===== src/rtl/halfbit_detector.sv =====
module halfbit_detector #(
  parameter int SYNC_STAGES  = 2,
  parameter int HOLD_SAMPLES = 3,
  parameter int IDLE_LIMIT   = 24
) (
  input  logic clk,
  input  logic rst_n,
  input  logic above_pos,
  input  logic below_neg,
  output logic hb_valid,
  output logic hb_pos,
  output logic bit_valid,
  output logic bit_value,
  output logic bit_err,
  output logic idle_timeout
);
  localparam int HW     = $clog2(HOLD_SAMPLES + 1);
  localparam int IW     = $clog2(IDLE_LIMIT + 1);
  localparam int GAP    = HOLD_SAMPLES + 3;
  localparam int GW     = $clog2(GAP + 1);

  typedef enum logic [1:0] {SEEK, CAND, HOLD} seek_st_t;

  logic [SYNC_STAGES-1:0] pos_sh, neg_sh;
  logic lvl_pos, lvl_neg;

  always_ff @(posedge clk or negedge rst_n)
    if (!rst_n) begin
      pos_sh <= '0;
      neg_sh <= '0;
    end else begin
      pos_sh <= {pos_sh[SYNC_STAGES-2:0], above_pos};
      neg_sh <= {neg_sh[SYNC_STAGES-2:0], below_neg};
    end

  assign lvl_pos = pos_sh[SYNC_STAGES-1] & ~neg_sh[SYNC_STAGES-1];
  assign lvl_neg = neg_sh[SYNC_STAGES-1] & ~pos_sh[SYNC_STAGES-1];

  seek_st_t st;
  logic cand_pos, conf_seen;
  logic [HW-1:0] hold_cnt;
  logic opposite;

  assign opposite = cand_pos ? lvl_neg : lvl_pos;

  always_ff @(posedge clk or negedge rst_n)
    if (!rst_n) begin
      st        <= SEEK;
      cand_pos  <= 1'b0;
      conf_seen <= 1'b0;
      hold_cnt  <= '0;
      hb_valid  <= 1'b0;
      hb_pos    <= 1'b0;
    end else begin
      hb_valid <= 1'b0;
      unique case (st)
        SEEK:
          if (lvl_pos || lvl_neg) begin
            st        <= CAND;
            cand_pos  <= lvl_pos;
            conf_seen <= 1'b0;
          end
        CAND:
          if (opposite) begin
            cand_pos  <= lvl_pos;
            conf_seen <= 1'b0;
          end else if (conf_seen) begin
            hb_valid <= 1'b1;
            hb_pos   <= cand_pos;
            hold_cnt <= HW'(HOLD_SAMPLES - 1);
            st       <= HOLD;
          end else begin
            conf_seen <= 1'b1;
          end
        HOLD:
          if (hold_cnt == '0) st <= SEEK;
          else hold_cnt <= hold_cnt - 1'b1;
        default: st <= SEEK;
      endcase
    end

  logic have_first, first_pos;
  logic [IW-1:0] idle_cnt;

  always_ff @(posedge clk or negedge rst_n)
    if (!rst_n) begin
      have_first   <= 1'b0;
      first_pos    <= 1'b0;
      idle_cnt     <= '0;
      bit_valid    <= 1'b0;
      bit_value    <= 1'b0;
      bit_err      <= 1'b0;
      idle_timeout <= 1'b0;
    end else begin
      bit_valid    <= 1'b0;
      bit_err      <= 1'b0;
      idle_timeout <= 1'b0;
      if (hb_valid) begin
        idle_cnt <= '0;
        if (!have_first) begin
          have_first <= 1'b1;
          first_pos  <= hb_pos;
        end else if (hb_pos != first_pos) begin
          bit_valid  <= 1'b1;
          bit_value  <= first_pos;
          have_first <= 1'b0;
        end else begin
          bit_err   <= 1'b1;
          first_pos <= hb_pos;
        end
      end else if (have_first) begin
        if (idle_cnt == IW'(IDLE_LIMIT)) begin
          idle_timeout <= 1'b1;
          have_first   <= 1'b0;
          idle_cnt     <= '0;
        end else begin
          idle_cnt <= idle_cnt + 1'b1;
        end
      end
    end

  logic [GW-1:0] since_hb;
  always_ff @(posedge clk or negedge rst_n)
    if (!rst_n) since_hb <= GW'(GAP);
    else if (hb_valid) since_hb <= '0;
    else if (since_hb != GW'(GAP)) since_hb <= since_hb + 1'b1;

  assert_pos_confirm_R3: assert property (@(posedge clk) disable iff (!rst_n)
    (hb_valid && hb_pos) |-> ($past(lvl_pos, 3) && !$past(lvl_neg, 2) && !$past(lvl_neg, 1)));

  assert_neg_confirm_R4: assert property (@(posedge clk) disable iff (!rst_n)
    (hb_valid && !hb_pos) |-> ($past(lvl_neg, 3) && !$past(lvl_pos, 2) && !$past(lvl_pos, 1)));

  assert_both_dead_R2: assert property (@(posedge clk) disable iff (!rst_n)
    hb_valid |-> !($past(pos_sh[SYNC_STAGES-1], 3) && $past(neg_sh[SYNC_STAGES-1], 3)));

  assert_hold_gap_R6: assert property (@(posedge clk) disable iff (!rst_n)
    hb_valid |-> (since_hb >= GW'(GAP - 1)));

  assert_bit_pair_R7: assert property (@(posedge clk) disable iff (!rst_n)
    bit_valid |-> ($past(hb_valid) && (bit_value == !$past(hb_pos))));

  assert_err_source_R8: assert property (@(posedge clk) disable iff (!rst_n)
    bit_err |-> ($past(hb_valid) && !bit_valid));

  assert_timeout_quiet_R9: assert property (@(posedge clk) disable iff (!rst_n)
    idle_timeout |-> (!$past(hb_valid) && $onehot0({idle_timeout, bit_valid, bit_err})));
endmodule


===== config.mk =====
export PLATFORM = sky130hd
export DESIGN_NAME = halfbit_detector
export DESIGN_NICKNAME = d
export VERILOG_FILES = /design/src/rtl/halfbit_detector.sv
export SDC_FILE = /design/constraint.sdc
export NUM_CORES = 1
export LEC_CHECK = 0
export CORE_MARGIN = 2
export CORE_UTILIZATION = 60
export CTS_CLUSTER_SIZE = 20
export DETAILED_ROUTE_END_ITERATION = 16
export DONT_BUFFER_PORTS = 1
export PLACE_DENSITY_LB_ADDON = 0.25
export SLEW_MARGIN = 40
export SYNTH_ARGS = -nofsm -noshare
export SYNTH_HDL_FRONTEND = slang
export SYNTH_SLANG_ARGS = --single-unit

===== constraint.sdc =====
create_clock -name clk -period 3.66 [get_ports clk]
set_input_delay 0.549 -clock clk [delete_from_list [all_inputs] [get_ports clk]]
set_output_delay 0.549 -clock clk [all_outputs]
set_load 0.01 [all_outputs]

Word level (Yosys, flattened, before mapping)
Index checks and enable logic that the tools add are counted.
{ "word_totals": {"reg_bits": 23, "inputBits": 4, "out_inout_bits": 6} }
{ "op_classes": {"n_reduce_logical": 13, "n_bitwise": 5, "n_eq_ne": 11, "n_addsub": 2, "n_mux": 35} }
{ "ops": {"columns": ["cell", "n"], "rows": [
  ["$mux 1", 23],
  ["$mux 5", 3],
  ["$ne 2x2->1 const B", 7],
  ["$mux 2", 5],
  ["$reduce_and 3->1", 3],
  ["$reduce_and 4->1", 2],
  ["$pmux 2 s3", 1],
  ["$reduce_bool 2->1", 3],
  ["$add 5x1->5 const B", 1],
  ["$eq 5x5->1 const B", 1],
  ["$logic_not 2->1", 2],
  ["$pmux 1 s2", 2],
  ["$pmux 2 s2", 1],
  ["$reduce_and 2->1", 2],
  ["$not 1->1", 3],
  ["$and 1x1->1", 2],
  ["$eq 2x1->1 const B", 1],
  ["$eq 2x2->1 const B", 1],
  ["$sub 2x1->2 const B", 1],
  ["$logic_or 1x1->1", 1],
  ["$ne 1x1->1", 1]
]} }

Logic depth before layout (Yosys ltp)
Gate-level depths: netlist of run 1.
{ "logic_depth": {"ltp_word": 5, "mapped_depth": 5} }

Worst setup path before layout of run 1
No wires, ideal clock.
{ "synth_path": {"kind": "register to register", "startpoint": "reg pos_sh[1]", "endpoint": "reg cand_pos", "setup_slack_ns": 2.251, "path_stages_with_launch": 6, "period_less_slack_ns": 1.409, "path_buffers": 0, "arrival_time_ns": 1.288, "required_ns": 3.539, "path_cell_list": "dfrtp_1 -> inv_1 -> ha_1 -> nor2b_2 -> o31a_1 -> o22a_1"} }
{ "synth_between": {"elab_chain_cells": 5} }
{ "synth_rtl": {"columns": ["item", "line_no", "rtl"], "rows": [
  ["start, declared", "24", "logic [SYNC_STAGES-1:0] pos_sh, neg_sh;"],
  ["start signal, assigned", "32", "pos_sh <= {pos_sh[SYNC_STAGES-2:0], above_pos};"],
  ["$not 1->1", "37", "assign lvl_neg = neg_sh[SYNC_STAGES-1] & ~pos_sh[SYNC_STAGES-1];"],
  ["$and 1x1->1", "37", null],
  ["$mux 1 / $logic_or 1x1->1 (equally long branches)", "44, 58", null],
  ["$ne 2x2->1 (no source line)", null, null],
  ["$reduce_and 3->1 (no source line)", null, null],
  ["end signal, assigned", "60", "cand_pos <= lvl_pos;"],
  ["end signal, assigned", "65", "cand_pos <= lvl_pos;"],
  ["end, declared", "40", "logic cand_pos, conf_seen;"]
]} }
Parallel ways exist; a longest one is shown, timed or not. The select of a mux whose other input is x is not followed.
A chain may end at the register's enable or synchronous reset.

Worst setup path after layout of run 1
Ends and elaborated chain as after synthesis.

==> impl_metrics.py, run 1 <==
metrics = {
    "run": {
        "maxCapViolations": 0,
    },
    "sta": {
        "layout_min_cycle_time_ns": 1.48,
        "fmax_mhz": 676,
        "setup_violations": 0,
        "maxSlewViolCount": 0,
        "max_slew_margin": 0.673,
        "finalHoldViolations": 0,
        "worst_pin_slew_ns": 0.491,
        "rsz0062_at_grt": "no",
        "tns_ns": 0,
        "clock-skew-final_ns": 0.00151,
        "finalCritPeriodShare": 0.404,
    },
    "worst_setup_path": {
        "startpoint_type": "register",
        "slowest_stage": "dfrtp_1",
        "path_class": "reg -> reg",
        "cp_cell_sequence": "inv_1 > ha_1 > nor2b_2 > o31a_1 > o22a_1",
        "worstPathArrival_ns": 1.68,
        "slowest_delay_ns": 0.39,
        "critPathRequiredTime_ns": 3.86,
        "cp-end-kind": "register",
        "crit_fanout": 4,
    },
    "clock_tree": {
        "clockBufferDepth": 2,
        "ctsHtreeMaxLevel": 1,
        "path_clk_slew_ns": 0.12,
        "clock_sinks": 23,
        "cts_tree": "done",
        "clock_latency_ns": 0.30,
        "numCtsBuffers": 3,
        "clockRootBuffer": "clkbuf_4",
    },
    "final_layout": {
        "final_cell_mix": "dfrtp_1 (23), nand2_1 (11), inv_1 (9)",
        "final_common_cell": "dfrtp_1",
        "fillers": 128,
        "multiInputGateArea_um2": 459,
        "fin_nets": 115,
        "final_area_mm2": 0.00113,
        "drive_above_1_share": 0.0777,
        "final-instance-count-excl-fill": 128,
        "register_area_um2": 576,
        "area_delta_synth_final_pct": 4.75,
        "diodes": 0,
    },
    "floorplanning": {
        "start_util": 0.632,
        "die_h_um": 46.4,
        "io-pin-count": 10,
        "die_x_um": 46.4,
        "fp-row-count": 15,
        "core_area_mm2": 0.00171,
        "dieArea_mm2": 0.00215,
    },
    "synthesis": {
        "synth_edf_count": 0,
        "synth-main-ff-cell": "dfrtp_1",
        "synth_nets": 110,
        "syn_inst": 99,
        "synthesis.area_mm2": 0.00108,
        "yosys_register_bits": 23,
        "synth_cell_type_count": 33,
        "synth-seq-area-share": 0.533,
        "ys_async_sr_fraction": 1.00,
        "avgSynthCellArea_um2": 10.9,
        "ys_warn_count": 0,
    },
    "outcome": {
        "outcome": "finished clean",
    },
    "routing": {
        "viasPerCell": 5.45,
        "antenna_left": 0,
        "vias": 698,
        "drt_iter0_markers": 10,
        "drt-pass1-iter-count": 3,
        "totalWireLength_um": 1520,
        "wl_per_cell_um": 11.9,
        "drcViolationCount": 0,
    },
    "placed_design": {
        "dp_hpwl_um": 1100,
        "gp_congestion": 0.792,
        "dp_cells": 123,
        "portBuffers": 0,
        "placed_area_mm2": 0.00110,
    },
    "global_route": {
        "grt_overflow": 0,
        "antenna_found_initial": 0,
        "grt_pass1_wl_um": 2670,
        "grt_use_total": 0.174,
        "grt_max_degree": 24,
        "grt_pass1_vias": 626,
    },
    "pwr": {
        "p_leak_uw": 0.000560,
        "power_density_mw_per_mm2": 680,
        "ir_worst_vdd_mv": 0.422,
    },
    "hold_path": {
        "hold_path_class": "in -> async",
    },
}
## final cells by class
class                           instances  area share
Sequential cell                        23       0.509
Multi-Input combinational cell         66       0.406
Inverter                                9      0.0299
Tap cell                               25      0.0277
Clock buffer                            4      0.0232
Timing Repair Buffer                    1     0.00442
## metal layers
metal / GRT usage / vias to the layer above / part of all wire
met5: 0 / - / 0
met4: 0.0514 / 0 / 0.0092
met3: 0.0353 / 2 / 0.035
met2: 0.261 / 14 / 0.46
met1: 0.253 / 337 / 0.49
li1: - / 345 / -
## through the flow
step                      setup slack (ns)  power (µW)  utilization  hold slack [ns]
after floorplan                       2.25         610            -            0.253
after global placement                2.23         646        0.644            0.254
after detailed placement              2.19         656        0.644            0.254
after CTS                             2.13         778        0.665            0.246
after global routing                  2.09         840        0.662            0.218
final                                 2.18         769        0.662            0.190
## kinds of logic (layout without fill, tap and decap cells)
| family | Yosys count | count (layout) | synth area share |
|---|---|---|---|
| mux | 2 | 2 | 0.0197 |
| compound gates | 17 | 17 | 0.115 |
| simple gates | 36 | 36 | 0.177 |
| buf+inv | 10 | 14 | 0.0417 |
| xor+xnor | 4 | 4 | 0.0325 |
| flops | 23 | 23 | 0.533 |
| fa+ha+maj | 7 | 7 | 0.0811 |
## synthesized netlist by cell type, types with 2 or more instances
library cell | instances | area, µm²
nand2_1 | 11 | 41.3
nand3_1 | 4 | 20.0
nor2b_1 | 6 | 37.5
nor2_1 | 4 | 15.0
o22a_1 | 2 | 17.5
ha_1 | 7 | 87.6
dfrtp_1 | 23 | 576
and3_1 | 2 | 12.5
xor2_1 | 3 | 26.3
nor3_1 | 2 | 10.0
o21ai_1 | 5 | 25.0
inv_1 | 9 | 33.8
## worst paths after layout
check | start | to | slack (ns) | depth (start not counted)
setup reg to reg | pos_sh[1] | cand_pos | 2.18 | 5
setup / recovery | pos_sh[1] | cand_pos | 2.18 | 5
hold reg to reg | pos_sh[0] | pos_sh[1] | 0.36 | 0
hold / removal | rst_n | have_first | 0.19 | 1
min in group clk | below_neg | neg_sh[0] | 0.26 | 0
max in group asynchronous | rst_n | cand_pos | 3.14 | 1
## power by group
part,internal (µW),switching [µW]
Clock,42.5,70.7
Combinational,116,122
Sequential,324,92.9
## flip-flops by register name, summed over array words and instances (netlist names)
name and cells:
idle_timeout 1, bit_err 1, st 2, pos_sh 2, bit_valid 1, neg_sh 2, conf_seen 1, idle_cnt 5
hold_cnt 2, hb_pos 1, have_first 1, cand_pos 1, first_pos 1, hb_valid 1, bit_value 1
## critical path: cells and delay by family, from the launching register on
family	cells	cell delay [ns]
AO/OA/AOI/OAI	2	0.46
adder cells (fa/ha/maj)	1	0.28
buffers and inverters	1	0.07
flip-flops	1	0.39
AND/OR/NAND/NOR	1	0.18
## what timing repair did
action	4_1_cts	5_1_grt
hold buffers	1	0
setup buffers	0	0
endpoints found under the hold margin	23	0
resized for setup	0	0
Note: power is estimated with default switching activity, not from simulation.
==> inputs of run 2 (changes only) <==
Clock period 3.66 ns to 1.4 ns, I/O delays scaled along.
==> run 2 against run 1 <==
Net effect: routed wire length up 16%; worst hold slack better by 0.17 ns; clock skew up 0.0022 ns; cell count up 8.6%; first-iteration DRC count down 50%; flip-flop and latch count unchanged; critical path type unchanged; largest power group unchanged.
==> impl_metrics.py, run 2 (synthesis results as in run 1) <==
metrics = {
    "floorplanning": {
        "io-pin-count": 10,
        "dieArea_mm2": 0.00215,
        "die_x_um": 46.4,
        "core_area_mm2": 0.00171,
        "die_h_um": 46.4,
        "start_util": 0.632,
        "fp-row-count": 15,
    },
    "sta": {
        "maxSlewViolCount": 0,
        "fmax_mhz": 732,
        "finalHoldViolations": 0,
        "setup_ws_ns": 0.0332,
        "finalCritPeriodShare": 0.976,
        "max_slew_margin": 0.678,
        "setup_violations": 0,
        "clock-skew-final_ns": 0.00371,
        "rsz0062_at_grt": "yes",
        "layout_min_cycle_time_ns": 1.37,
        "worst_pin_slew_ns": 0.483,
    },
    "worst_setup_path": {
        "slowest_delay_ns": 0.41,
        "startpoint_type": "register",
        "cp_cell_sequence": "ha_1 > nor2b_4 > o31a_1 > o22a_1",
        "path_class": "reg -> reg",
        "slowest_stage": "dfrtp_1",
        "crit_fanout": 2,
        "worstPathArrival_ns": 1.59,
        "critPathRequiredTime_ns": 1.62,
        "cp-end-kind": "register",
    },
    "final_layout": {
        "drive_above_1_share": 0.175,
        "final_cell_mix": "dfrtp_1 (23), nand2_1 (11), inv_1 (8), buf_4 (8)",
        "diodes": 0,
        "multiInputGateArea_um2": 472,
        "fin_nets": 126,
        "final_common_cell": "dfrtp_1",
        "area_delta_synth_final_pct": 14.4,
        "register_area_um2": 576,
        "largest_reg_flops": 5,
        "regMostFlops": "idle_cnt",
        "fillers": 111,
    },
    "routing": {
        "viasPerCell": 5.29,
        "wl_per_cell_um": 12.7,
        "drt_iter0_markers": 5,
        "drcViolationCount": 0,
        "drt-pass1-iter-count": 4,
        "totalWireLength_um": 1770,
        "vias": 735,
        "antenna_left": 0,
    },
    "global_route": {
        "antenna_found_initial": 0,
        "grt_use_total": 0.201,
        "grt_pass1_vias": 737,
        "grt_max_degree": 24,
        "grt_overflow": 0,
        "grt_pass1_wl_um": 2970,
    },
    "placed_design": {
        "dp_hpwl_um": 1290,
        "portBuffers": 0,
        "gp_congestion": 0.775,
        "dp_slack_ns": -0.0214,
    },
    "run": {
        "maxCapViolations": 0,
    },
    "clock_tree": {
        "clockBufferDepth": 2,
        "numCtsBuffers": 3,
        "ctsHtreeMaxLevel": 1,
        "clockRootBuffer": "clkbuf_4",
        "cts_tree": "done",
        "clock_latency_ns": 0.32,
        "path_clk_slew_ns": 0.12,
        "clock_sinks": 23,
    },
    "outcome": {
        "outcome": "finished clean",
    },
    "pwr": {
        "p_leak_uw": 0.000618,
        "power_density_mw_per_mm2": 1760,
        "ir_worst_vdd_mv": 1.04,
        "total_power_uw": 2170,
    },
    "hold_path": {
        "hold_path_class": "reg -> reg",
    },
}
run 2: cell count changes in the layout (fill, tap and decap cells not counted), sizes merged:
cell         before  now
buf               1    9
dlygate4sd3       0    3
clkinv            0    1
clkbuf            4    3
run 2: path summary, 6_finish.rpt:
check,cells after the start,to,from,slack [ns]
max,4,cand_pos,neg_sh[1],0.03
min,0,pos_sh[1],pos_sh[0],0.36
max reg2reg,4,cand_pos,neg_sh[1],0.03
min reg2reg,0,pos_sh[1],pos_sh[0],0.36
max in group asynchronous,2,idle_cnt[0],rst_n,0.70
min in group asynchronous,2,first_pos,rst_n,0.37
run 2: critical path: cells and delay by family, from the launching register on:
kind	cells	cell delay, ns
AO/OA/AOI/OAI	2	0.42
flip-flops	1	0.41
adder cells (fa/ha/maj)	1	0.31
AND/OR/NAND/NOR	1	0.13
run 2: repair_timing:
action	in CTS	in global routing
endpoints found under the hold margin	25	23
pin swaps	2	1
hold buffers	3	1
gates resized for setup	0	3
buffers inserted	2	1
endpoints found under the setup margin	1	2
run 2: stage by stage:
step	cell area, µm²	hold slack, ns	instances	util	setup TNS (ns)
floorplan	1080	-0.0856	99	-	0
global placement	1140	-0.0852	128	0.669	0
detailed placement	1140	-0.0851	128	0.669	-0.0214
CTS	1210	0.369	137	0.711	0
global route	1230	0.373	139	0.723	-0.00667
finish	1230	0.365	139	0.723	0
run 2: where the power goes:
part	leakage [µW]	switching, µW	internal (µW)
logic	0.000307	374	403
registers	0.000294	234	847
clock network	0.0000177	203	107
total	0.000618	811	1360
run 2: area by class of cell:
class,count,area share
Clock inverter,1,0.00405
Sequential cell,23,0.466
Clock buffer,3,0.0182
Multi-Input combinational cell,66,0.382
Inverter,9,0.0274
Timing Repair Buffer,12,0.0770
Tap cell,25,0.0253
run 2: layer usage:
metal / global-route usage / vias to the layer above / part of all wire / wire length (µm)
li1: - / 362 / - / -
met3: 0.0392 / 5 / 0.025 / 44
met5: 0 / - / 0 / 0
met1: 0.237 / 356 / 0.46 / 810
met4: 0.120 / 0 / 0.024 / 42
met2: 0.336 / 12 / 0.49 / 874
==> inputs of run 3 (changes only) <==
Settings changed: CORE_UTILIZATION 60 to 55, SKIP_LAST_GASP from default to 1.
==> run 3 against run 2 <==
Net effect: the flow now finishes with violations (setup timing); cell count is the same; clock skew increased by 0.00083 ns; register-to-register slack got worse by 0.05 ns; cell area grew 2.8%; non-clock buffer count decreased by 2; critical path depth increased by 1.
==> impl_metrics.py, run 3 (synthesis results as in run 1) <==
metrics = {
    "routing": {
        "viasPerCell": 5.42,
        "drt_iter0_markers": 15,
        "antenna_left": 0,
        "drt-pass1-iter-count": 4,
        "vias": 753,
        "totalWireLength_um": 1990,
        "wl_per_cell_um": 14.3,
        "drcViolationCount": 0,
    },
    "floorplanning": {
        "fp-row-count": 16,
        "core_area_mm2": 0.00190,
        "start_util": 0.568,
        "dieArea_mm2": 0.00233,
        "die_h_um": 48.3,
        "die_x_um": 48.3,
        "io-pin-count": 10,
    },
    "final_layout": {
        "final_common_cell": "dfrtp_1",
        "final_area_mm2": 0.00127,
        "diodes": 0,
        "final_cell_mix": "dfrtp_1 (23), nand2_1 (11), inv_1 (7)",
        "fin_nets": 124,
        "regMostFlops": "idle_cnt",
        "drive_above_1_share": 0.214,
        "area_delta_synth_final_pct": 17.6,
        "largest_reg_flops": 5,
    },
    "outcome": {
        "outcome": "complete, but fails checks",
        "violations": "setup timing",
    },
    "placed_design": {
        "gp_congestion": 0.761,
        "dp_slack_ns": -0.00379,
        "portBuffers": 0,
        "placed_area_mm2": 0.00114,
        "dp_hpwl_um": 1300,
    },
    "sta": {
        "setup_violations": 1,
        "tns_ns": -0.0124,
        "finalHoldViolations": 0,
        "finalCritPeriodShare": 1.01,
        "setup_ws_ns": -0.0124,
        "fmax_mhz": 708,
        "hold-worst-slack_ns": 0.366,
        "clock-skew-final_ns": 0.00454,
        "worst_pin_slew_ns": 0.508,
        "max_slew_margin": 0.661,
        "maxSlewViolCount": 0,
        "rsz0062_at_grt": "yes",
        "layout_min_cycle_time_ns": 1.41,
    },
    "worst_setup_path": {
        "worstPathArrival_ns": 1.62,
        "cp-end-kind": "register",
        "critPathRequiredTime_ns": 1.60,
        "crit_fanout": 2,
        "path_class": "reg -> reg",
        "startpoint_type": "register",
        "cp_cell_sequence": "inv_2 > ha_4 > nor2b_4 > o31a_1 > o22a_1",
        "slowest_stage": "dfrtp_1",
        "slowest_delay_ns": 0.41,
    },
    "clock_tree": {
        "clock_latency_ns": 0.31,
        "clock_sinks": 23,
        "numCtsBuffers": 3,
        "cts_tree": "done",
        "path_clk_slew_ns": 0.12,
        "clockRootBuffer": "clkbuf_4",
        "clockBufferDepth": 2,
        "ctsHtreeMaxLevel": 1,
    },
    "hold_path": {
        "hold_path_class": "reg -> reg",
    },
    "global_route": {
        "grt_pass1_vias": 771,
        "grt_overflow": 0,
        "grt_pass1_wl_um": 3290,
        "grt_most_used_layer": "met2",
        "grt_max_degree": 24,
        "grt_use_total": 0.182,
        "met2_usage": 0.313,
        "met1_usage": 0.220,
        "gr-usage-met3": 0.0309,
        "antenna_found_initial": 0,
    },
    "pwr": {
        "power_density_mw_per_mm2": 1720,
        "p_leak_uw": 0.000613,
        "ir_worst_vdd_mv": 1.04,
    },
    "run": {
        "maxCapViolations": 0,
    },
}
==> run 3: cell types whose count changed in the layout (fill, tap and decap cells not counted), sizes merged <==
cell / before / now
buf: 9 / 7
==> run 3: cell type report <==
class / instances / area (µm²)
clock buffers: 3 / 22.5
multi-input cells: 66 / 515
flip-flops and latches: 23 / 576
clock inverters: 1 / 5.00
fillers: 147 / 632
inverters: 9 / 33.8
repair buffers: 10 / 83.8
well taps: 27 / 33.8
==> run 3: final timing paths <==
check / startpoint / endpoint / slack (ns) / cells after the start
worst max register to register: pos_sh[1] / cand_pos / -0.01 / 5
max in group asynchronous: rst_n / idle_cnt[0] / 0.67 / 2
worst min register to register: neg_sh[0] / neg_sh[1] / 0.37 / 0
worst max-delay path: pos_sh[1] / cand_pos / -0.01 / 5
worst min-delay path: neg_sh[0] / neg_sh[1] / 0.37 / 0
min in group asynchronous: rst_n / first_pos / 0.39 / 2
==> run 3: per-stage QoR <==
| stage | std cells | power [µW] | utilization |
|---|---|---|---|
| global placement | 129 | 1750 | 0.598 |
| floorplan | 99 | 1610 | - |
| global route | 139 | 2380 | 0.668 |
| finish | 139 | 2180 | 0.668 |
| detailed placement | 129 | 1800 | 0.598 |
| CTS | 137 | 2130 | 0.639 |
==> run 3: critical path: cells and delay by family (launching register included) <==
kind / cells / cell delay, ns
compound gates: 2 / 0.46
fa+ha+maj: 1 / 0.21
buf+inv: 1 / 0.10
flops: 1 / 0.41
simple gates: 1 / 0.12
==> run 3: layer usage <==
| metal | up-vias | wire [µm] |
|---|---|---|
| met5 | - | 0 |
| met4 | 0 | 64 |
| met3 | 8 | 47 |
| met2 | 18 | 983 |
| met1 | 367 | 895 |
| li1 | 360 | - |
==> run 3: what timing repair did <==
action / CTS / global route
gates resized for setup: 2 / 9
hold buffers: 3 / 1
setup endpoints to repair: 1 / 6
pin swaps: 0 / 5
hold endpoints to repair: 25 / 23
setup buffers: 1 / 1
==> run 3: power by group <==
part	internal (µW)	switching, µW	total, µW
clock	107	193	300
combinational	395	385	779
sequential	846	259	1110
